## config.mk

```make
export PLATFORM = sky130hd
export DESIGN_NAME = ring_preempt_ctrl
export DESIGN_NICKNAME = d
export VERILOG_FILES = /design/src/rtl/rpc_pkg.sv /design/src/rtl/rpc_prio_pick.sv /design/src/rtl/rpc_bnd_gate.sv /design/src/rtl/ring_preempt_ctrl.sv
export SDC_FILE = /design/constraint.sdc
export NUM_CORES = 1
export LEC_CHECK = 0
export BUFFER_PORTS_ARGS = -buffer_cell sky130_fd_sc_hd__buf_4
export CAP_MARGIN = 20
export CORE_AREA = 2 2 39 41
export CTS_CLUSTER_SIZE = 8
export DETAILED_ROUTE_END_ITERATION = 8
export DIE_AREA = 0 0 41 43
export PLACE_DENSITY = 0.79
export SLEW_MARGIN = 10
export SYNTH_ARGS = -nofsm -noshare
export SYNTH_HDL_FRONTEND = slang
export SYNTH_SLANG_ARGS = --single-unit
```

## constraint.sdc

```tcl
create_clock -name clk -period 2.34 [get_ports clk]
set_input_delay 0.351 -clock clk [delete_from_list [all_inputs] [get_ports clk]]
set_output_delay 0.351 -clock clk [all_outputs]
set_load 0.01 [all_outputs]
```

## src/rtl/rpc_pkg.sv

```systemverilog
package rpc_pkg;

    typedef enum logic [2:0] {
        ST_IDLE    = 3'd0,
        ST_WAIT    = 3'd1,
        ST_SAVE    = 3'd2,
        ST_RESTORE = 3'd3,
        ST_RESUME  = 3'd4,
        ST_DONE    = 3'd5
    } rpc_state_e;

    typedef enum logic [1:0] {
        LVL_SUBMIT = 2'd0,
        LVL_BIN    = 2'd1,
        LVL_DRAW   = 2'd2,
        LVL_DRAW_X = 2'd3
    } rpc_level_e;

endpackage

```

## src/rtl/rpc_prio_pick.sv

```systemverilog
module rpc_prio_pick #(
    parameter int NRINGS = 4,
    localparam int RIDX_W = (NRINGS > 1) ? $clog2(NRINGS) : 1
) (
    input  logic [NRINGS-1:0] busy,
    output logic              found,
    output logic [RIDX_W-1:0] pick
);

    // scan from the least urgent ring down so the lowest index wins
    always_comb begin
        found = 1'b0;
        pick  = '0;
        for (int i = NRINGS - 1; i >= 0; i--) begin
            if (busy[i]) begin
                found = 1'b1;
                pick  = RIDX_W'(i);
            end
        end
    end


    always_comb begin
        if (found) begin
            pick_has_work_chk: assert (busy[pick]);
        end
    end

endmodule

```

## src/rtl/rpc_bnd_gate.sv

```systemverilog
module rpc_bnd_gate
    import rpc_pkg::*;
(
    input  logic [1:0] level,
    input  logic       tiled,
    input  logic       skip_sr,
    input  logic       at_submit,
    input  logic       at_bin,
    input  logic       at_draw,
    output logic       permit,
    output logic       reduced
);

    rpc_level_e lvl;

    always_comb begin
        lvl = rpc_level_e'(level);
        unique case (lvl)
            LVL_SUBMIT: permit = at_submit;
            LVL_BIN:    permit = tiled ? at_bin : at_draw;
            default:    permit = at_draw;
        endcase
        reduced = skip_sr && tiled && (lvl == LVL_BIN);
    end


    always_comb begin
        if (permit && level == 2'd0) begin
            lvl0_only_submit_chk: assert (at_submit);
        end
    end


    always_comb begin
        if (permit && level[1]) begin
            lvl2_only_draw_chk: assert (at_draw);
        end
    end

endmodule

```

## src/rtl/ring_preempt_ctrl.sv

```systemverilog
module ring_preempt_ctrl
    import rpc_pkg::*;
#(
    parameter int NRINGS = 4,
    localparam int RIDX_W = (NRINGS > 1) ? $clog2(NRINGS) : 1
) (
    input  logic              clk,
    input  logic              rst_n,
    input  logic [NRINGS-1:0] ring_has_work,
    input  logic              submit_evt,
    input  logic              complete_evt,
    input  logic              bnd_submit,
    input  logic              bnd_bin,
    input  logic              bnd_draw,
    input  logic [1:0]        cfg_level,
    input  logic              cfg_tiled,
    input  logic              cfg_skip_sr,
    input  logic              save_done,
    input  logic              restore_done,
    output logic              save_req,
    output logic              restore_req,
    output logic              resume,
    output logic              switch_irq,
    output logic              reduced_save,
    output logic              switch_busy,
    output logic [RIDX_W-1:0] cur_ring,
    output logic [RIDX_W-1:0] tgt_ring
);

    localparam logic [RIDX_W-1:0] IDLE_RING = RIDX_W'(NRINGS - 1);

    typedef struct packed {
        rpc_state_e        state;
        logic [RIDX_W-1:0] cur;
        logic [RIDX_W-1:0] tgt;
        logic              pend;
        logic              reduced;
    } ctl_t;

    ctl_t ctl_d, ctl_q;

    logic              pick_found;
    logic [RIDX_W-1:0] pick_idx;
    logic              gate_permit;
    logic              gate_reduced;
    logic              evt_now;

    rpc_prio_pick #(.NRINGS(NRINGS)) u_pick (
        .busy  (ring_has_work),
        .found (pick_found),
        .pick  (pick_idx)
    );

    rpc_bnd_gate u_gate (
        .level     (cfg_level),
        .tiled     (cfg_tiled),
        .skip_sr   (cfg_skip_sr),
        .at_submit (bnd_submit),
        .at_bin    (bnd_bin),
        .at_draw   (bnd_draw),
        .permit    (gate_permit),
        .reduced   (gate_reduced)
    );

    assign evt_now = submit_evt || complete_evt;

    always_comb begin
        ctl_d = ctl_q;
        if (ctl_q.state != ST_IDLE && evt_now) begin
            ctl_d.pend = 1'b1;
        end
        unique case (ctl_q.state)
            ST_IDLE: begin
                if (evt_now || ctl_q.pend) begin
                    ctl_d.pend = 1'b0;
                    if (pick_found && pick_idx != ctl_q.cur) begin
                        ctl_d.tgt   = pick_idx;
                        ctl_d.state = ST_WAIT;
                    end
                end
            end
            ST_WAIT: begin
                if (gate_permit) begin
                    ctl_d.reduced = gate_reduced;
                    ctl_d.state   = ST_SAVE;
                end
            end
            ST_SAVE: begin
                if (save_done) begin
                    ctl_d.state = ST_RESTORE;
                end
            end
            ST_RESTORE: begin
                if (restore_done) begin
                    ctl_d.cur     = ctl_q.tgt;
                    ctl_d.reduced = 1'b0;
                    ctl_d.state   = ST_RESUME;
                end
            end
            ST_RESUME: begin
                ctl_d.state = ST_DONE;
            end
            ST_DONE: begin
                ctl_d.state = ST_IDLE;
            end
            default: begin
                ctl_d.state = ST_IDLE;
            end
        endcase
    end

    always_ff @(posedge clk) begin
        if (!rst_n) begin
            ctl_q.state   <= ST_IDLE;
            ctl_q.cur     <= IDLE_RING;
            ctl_q.tgt     <= IDLE_RING;
            ctl_q.pend    <= 1'b0;
            ctl_q.reduced <= 1'b0;
        end else begin
            ctl_q <= ctl_d;
        end
    end

    assign save_req     = (ctl_q.state == ST_SAVE);
    assign restore_req  = (ctl_q.state == ST_RESTORE);
    assign resume       = (ctl_q.state == ST_RESUME);
    assign switch_irq   = (ctl_q.state == ST_DONE);
    assign reduced_save = ctl_q.reduced;
    assign switch_busy  = (ctl_q.state != ST_IDLE);
    assign cur_ring     = ctl_q.cur;
    assign tgt_ring     = ctl_q.tgt;


    handshake_excl_chk: assert property (@(posedge clk) disable iff (!rst_n)
        $onehot0({save_req, restore_req, resume, switch_irq}));


    resume_after_restore_chk: assert property (@(posedge clk) disable iff (!rst_n)
        $rose(resume) |-> $past(restore_req && restore_done));


    irq_after_resume_chk: assert property (@(posedge clk) disable iff (!rst_n)
        switch_irq |-> $past(resume));


    restore_after_save_chk: assert property (@(posedge clk) disable iff (!rst_n)
        $rose(restore_req) |-> $past(save_req && save_done));


    cur_moves_on_resume_chk: assert property (@(posedge clk) disable iff (!rst_n)
        !$stable(cur_ring) |-> resume);


    reduced_in_handshake_chk: assert property (@(posedge clk) disable iff (!rst_n)
        reduced_save |-> (save_req || restore_req));

endmodule

```

* Word-level counts from Yosys, hierarchy flattened
Index checks and enable logic that the tools add are counted.
Word-level totals: bits in registers 9, input port bits 17, output and inout port bits 10, word-level logic and storage cells 53
Operators by class: equality and inequality tests 12, mux-type cells 22, reductions and logical operators 14
Operator list (number):
- $pmux W3 S5 | 1
- $mux W3 | 4
- $mux W1 | 10
- $ne A2 B2 Y1 const B | 5
- $mux W2 | 4
- $eq A3 B2 Y1 const B | 2
- $eq A3 B3 Y1 const B | 2
- $reduce_and A3 Y1 | 2
- $mux W5 | 1
- $reduce_and A5 Y1 | 1
- $logic_and A1 B1 Y1 | 4
- $pmux W1 S2 | 2
- $eq A3 B1 Y1 const B | 1
- $logic_not A3 Y1 | 1
- $reduce_bool A3 Y1 | 1
- $eq A2 B1 Y1 const B | 1
- $logic_not A2 Y1 | 1
- $logic_or A1 B1 Y1 | 2
- $ne A2 B2 Y1 | 1
- $reduce_and A2 Y1 | 1
- $reduce_bool A2 Y1 | 1

* Depth between registers and ports, before layout
depth in word-level cells 9, depth in mapped cells 6

* Modules after synthesis
Synthesis repeated with hierarchy kept, for this count alone.
Second synthesis, totals: cells, all modules 72, area total of the unflattened synthesis 579.3 um^2
Modules (own cells, without submodules):
- ring_preempt_ctrl | times used 1, cells each 58, area each 498.0 um^2, sequential area each 180.2 um^2
- rpc_bnd_gate | times used 1, cells each 7, area each 46.3 um^2, sequential area each 0.0 um^2
- rpc_prio_pick | times used 1, cells each 7, area each 35.0 um^2, sequential area each 0.0 um^2

* Worst setup path after synthesis
Ideal clock, no wire load.
path type in2reg, from in ring_has_work[3], to reg ctl_q (netlist bit tgt_ring[0]), arrival time 1348 ps, path slack 868 ps, stages on the path 5, buffers on the path 0, cell sequence nor2b_1 or4b_1 a21oi_1 or3_1 nand3_1
Between the ends: longest elaborated chain between the ends 7, elaborated cells on any way between the ends 11, those cells by class eq/ne: 1; mux: 8; reduce/logical: 2
Ends and longest elaborated chain:
- start, declared | RTL line ring_preempt_ctrl.sv:9 | input logic [NRINGS-1:0] ring_has_work,
- $mux W2 (4 in a row) | RTL line rpc_prio_pick.sv:15 | if (busy[i]) begin
- $ne A2 B2 Y1 | RTL line ring_preempt_ctrl.sv:76 | if (pick_found && pick_idx != ctl_q.cur) begin
- $logic_and A1 B1 Y1 | RTL line ring_preempt_ctrl.sv:76
- $reduce_and A3 Y1 (no source line)
- end signal, assigned | RTL line ring_preempt_ctrl.sv:120 | ctl_q <= ctl_d;
- end, declared | RTL line ring_preempt_ctrl.sv:40 | ctl_t ctl_d, ctl_q;
Parallel ways exist; a longest one is shown, timed or not. A chain may end at the register's enable or synchronous reset.

* Worst setup path in the final report
from reg ctl_q[7] (netlist name), to out restore_req
Between the ends: longest elaborated chain between the ends 1
Ends and longest elaborated chain:
- $eq A3 B2 Y1 | RTL line ring_preempt_ctrl.sv:125 | assign restore_req = (ctl_q.state == ST_RESTORE);
- end, declared | RTL line ring_preempt_ctrl.sv:21 | output logic restore_req,
No other way between the ends.

==> reports/summary.md <==
Once placement completed, the tool counted placed cells totaling 111. The first global-routing pass estimated 2.06 mm of wire. Counting along the longest clock path gives a buffer depth of 2. The count of final max-slew check failures was 0; the area of the placeable core was 1380 sq um. Async set-or-reset flop fraction in the synthesized netlist: 0. The tools report the worst setup slack after layout as 611 ps. The final hold violation count was 0. Fraction of post-synthesis cell area in the top cell type by area: 0.302. In the layout the commonest cells are buf_4, dfxtp_1, o21ai_0. The max-slew headroom at the worst pin was 0.695.

The most used flip-flop cell after synthesis is dfxtp_1. At the placement stage, the worst setup path has a slack of 626 ps. After detailed routing, the number of vias per cell comes to 5.41. After layout, the design draws a total of 482 uW. The logs give 9 for the count of clock tree sinks and 1 for the H-tree level count. The final critical path time including I/O delays and setup is 1730 ps, and the max-capacitance violation count is 0. The worst-margin pin slew is 453 ps.

The tree is rooted in a clkbuf_4. Setup total negative slack on the finished layout was measured at 0 ps. Traced cell by cell, the critical path runs through or2b_2 > nor2_1 > buf_4. The worst IR drop on VDD was 0.302 mV; the number of buffers added for setup after CTS was 0. The fraction of layout instances using a drive strength above 1 is 0.354. Hold repair after CTS inserted 0 buffers. The analysis attributes to cell leakage a power of 0.359 nW.

The overflow left after global routing is 0. Measured along the y axis, the die boundary spans 43 um. For flop-to-flop paths, the worst setup slack is 840 ps. The number of nets in the layout is 117.

The combined global-route utilization of all metal layers came out at 0.175. The floorplan step defined a die boundary enclosing 1760 sq um. The type of the worst min-delay path was in -> reg.

After detailed routing, the number of remaining DRC violations is 0. The first detailed-routing pass ran for 4 iterations. Setup violations remaining at the end of the flow were counted as 0. For this run, the number of Yosys warnings is 0.

Buffers placed on the I/O ports in this run total 26. Synthesis inferred 9 register bits. Routability-driven placement finished with a final weighted congestion of 0.760.

The width of the die was 41 um. The mapped netlist covers 597 sq um. Static timing analysis puts the maximum clock frequency at 0.578 GHz. After legalization and detailed placement, the total HPWL measured 1.01 mm. The worst setup path is launched from a flip-flop. The mean cell area of the mapped netlist works out to 7.96 sq um. Across the routed clock network, the largest skew measured is 0.770 ps. On the final layout, the worst hold slack is 325 ps. For the critical path required time, the log shows 1990 ps. The longest individual stage delay on the worst path was 470 ps. The logs give 124 for the number of fillers in the final layout and 3 for the total clock buffers created by CTS.

The run finished with clean final reports. Vias after detailed routing: 622. The number of global-route vias before repair was 541. For this design the ratio of total power to cell area is 608 nW/um^2. The worst path buffer plus inverter count is 1. Endpoint type of the worst setup path: a primary output. For this block, the initial DRC count from the detailed router was 6.

TritonCTS built the clock tree. The maximum fanout count along the critical path was 9; the later-pin clock latency in the skew report was 270 ps. The most common cell after layout, fill and taps aside was buf_4.

The effective utilization at floorplan came out at 0.431. The largest individual stage delay along the critical path comes from the cell dfxtp_1. In this run the core area contains 14 standard-cell rows.

Number of synthesized flops with an enable pin: 0. The synthesized net count is 92. Clock-pin slew was measured on the worst setup and hold paths at 60 ps. For the number of cells produced by synthesis, the log shows 75. The finished layout holds 115 standard cells, fillers aside. The routed length per instance is 11.4 um.

The routed design has 1.31 mm of wire. Number of unique standard cell types used by synthesis: 33. The logs give 0 for the antenna diode count and 0.302 for the register area share after synthesis. The run gives 0 as the initial antenna violation count. The worst setup path is of the reg -> out kind. For the count of nets left with antenna violations after detail routing, the log shows 0. Post-CTS repair changed the size of 0 cells.

By area the synthesized netlist is led by dfxtp_1, o21ai_0, buf_4. The area overhead of the layout relative to synthesis was 32.7%. On the critical path the largest part of the delay comes from simple AND/OR/NAND/NOR gates.

Largest net degree at the start of global routing: 12. The portion of the clock cycle consumed by the worst path in the final layout was 0.739. Setup repair after global routing left no endpoint under its margin. The cell type with the highest aggregate area in the netlist is dfxtp_1. For the data arrival time of the critical path, the log shows 1380 ps.

For this design the top-level I/O count stands at 27.
[cell families (layout without fill, tap and decap cells)]
group           after synthesis  in the layout  share of synthesized area
buf+inv                       8             32                     0.0901
compound gates               19             19                      0.197
flops                         9              9                      0.302
simple gates                 38             38                      0.394
mux                           1              1                     0.0168
[sequential cells by signal (all words and copies together) (netlist names)]
register      count
tgt_ring          2
cur_ring          2
ctl_q             4
reduced_save      1
[per-stage QoR]
| step | utilization | instance area (sq um) |
|---|---|---|
| final | 0.572 | 792 |
| after global routing | 0.572 | 792 |
| after CTS | 0.572 | 792 |
| after detailed placement | 0.553 | 766 |
| after global placement | 0.553 | 766 |
| after floorplan | - | 597 |
[power by group]
group | switching (mW) | internal (mW) | total (mW)
sequential | 0.0218 | 0.173 | 0.195
combinational | 0.0709 | 0.0915 | 0.162
clock | 0.0588 | 0.0660 | 0.125
total | 0.152 | 0.330 | 0.482
[layer usage]
metal | GRT usage | vias up | part of all wire
li1 | - | 316 | -
met1 | 0.181 | 277 | 0.42
met2 | 0.284 | 25 | 0.49
met3 | 0.0628 | 4 | 0.076
met4 | 0.100 | 0 | 0.019
met5 | 0 | - | 0
[final timing paths]
path / from / to / cells past startpoint
worst max register to register: cur_ring[0] / tgt_ring[1] / 4
worst max-delay path: ctl_q[7] / restore_req / 3
worst min register to register: reduced_save / reduced_save / 1
worst min-delay path: rst_n / cur_ring[0] / 2
[cells in the mapped netlist, types with 2 or more instances]
cell type  n
a21oi_1    3
buf_4      4
dfxtp_1    9
inv_1      2
nand2_1    6
nand2b_1   3
nand3_1    3
nor2_1     7
nor2b_1    3
nor3b_1    3
o21ai_0    8
o311ai_0   2
or3_1      2
[cell type report]
type	instances	area, sq um	area share
well taps	16	20.0	0.0253
repair buffers	26	195	0.246
clock buffers	4	26.3	0.0332
flip-flops and latches	9	180	0.227
multi-input cells	58	363	0.458
inverters	2	7.51	0.00948
(Power assumes the default switching activity.)
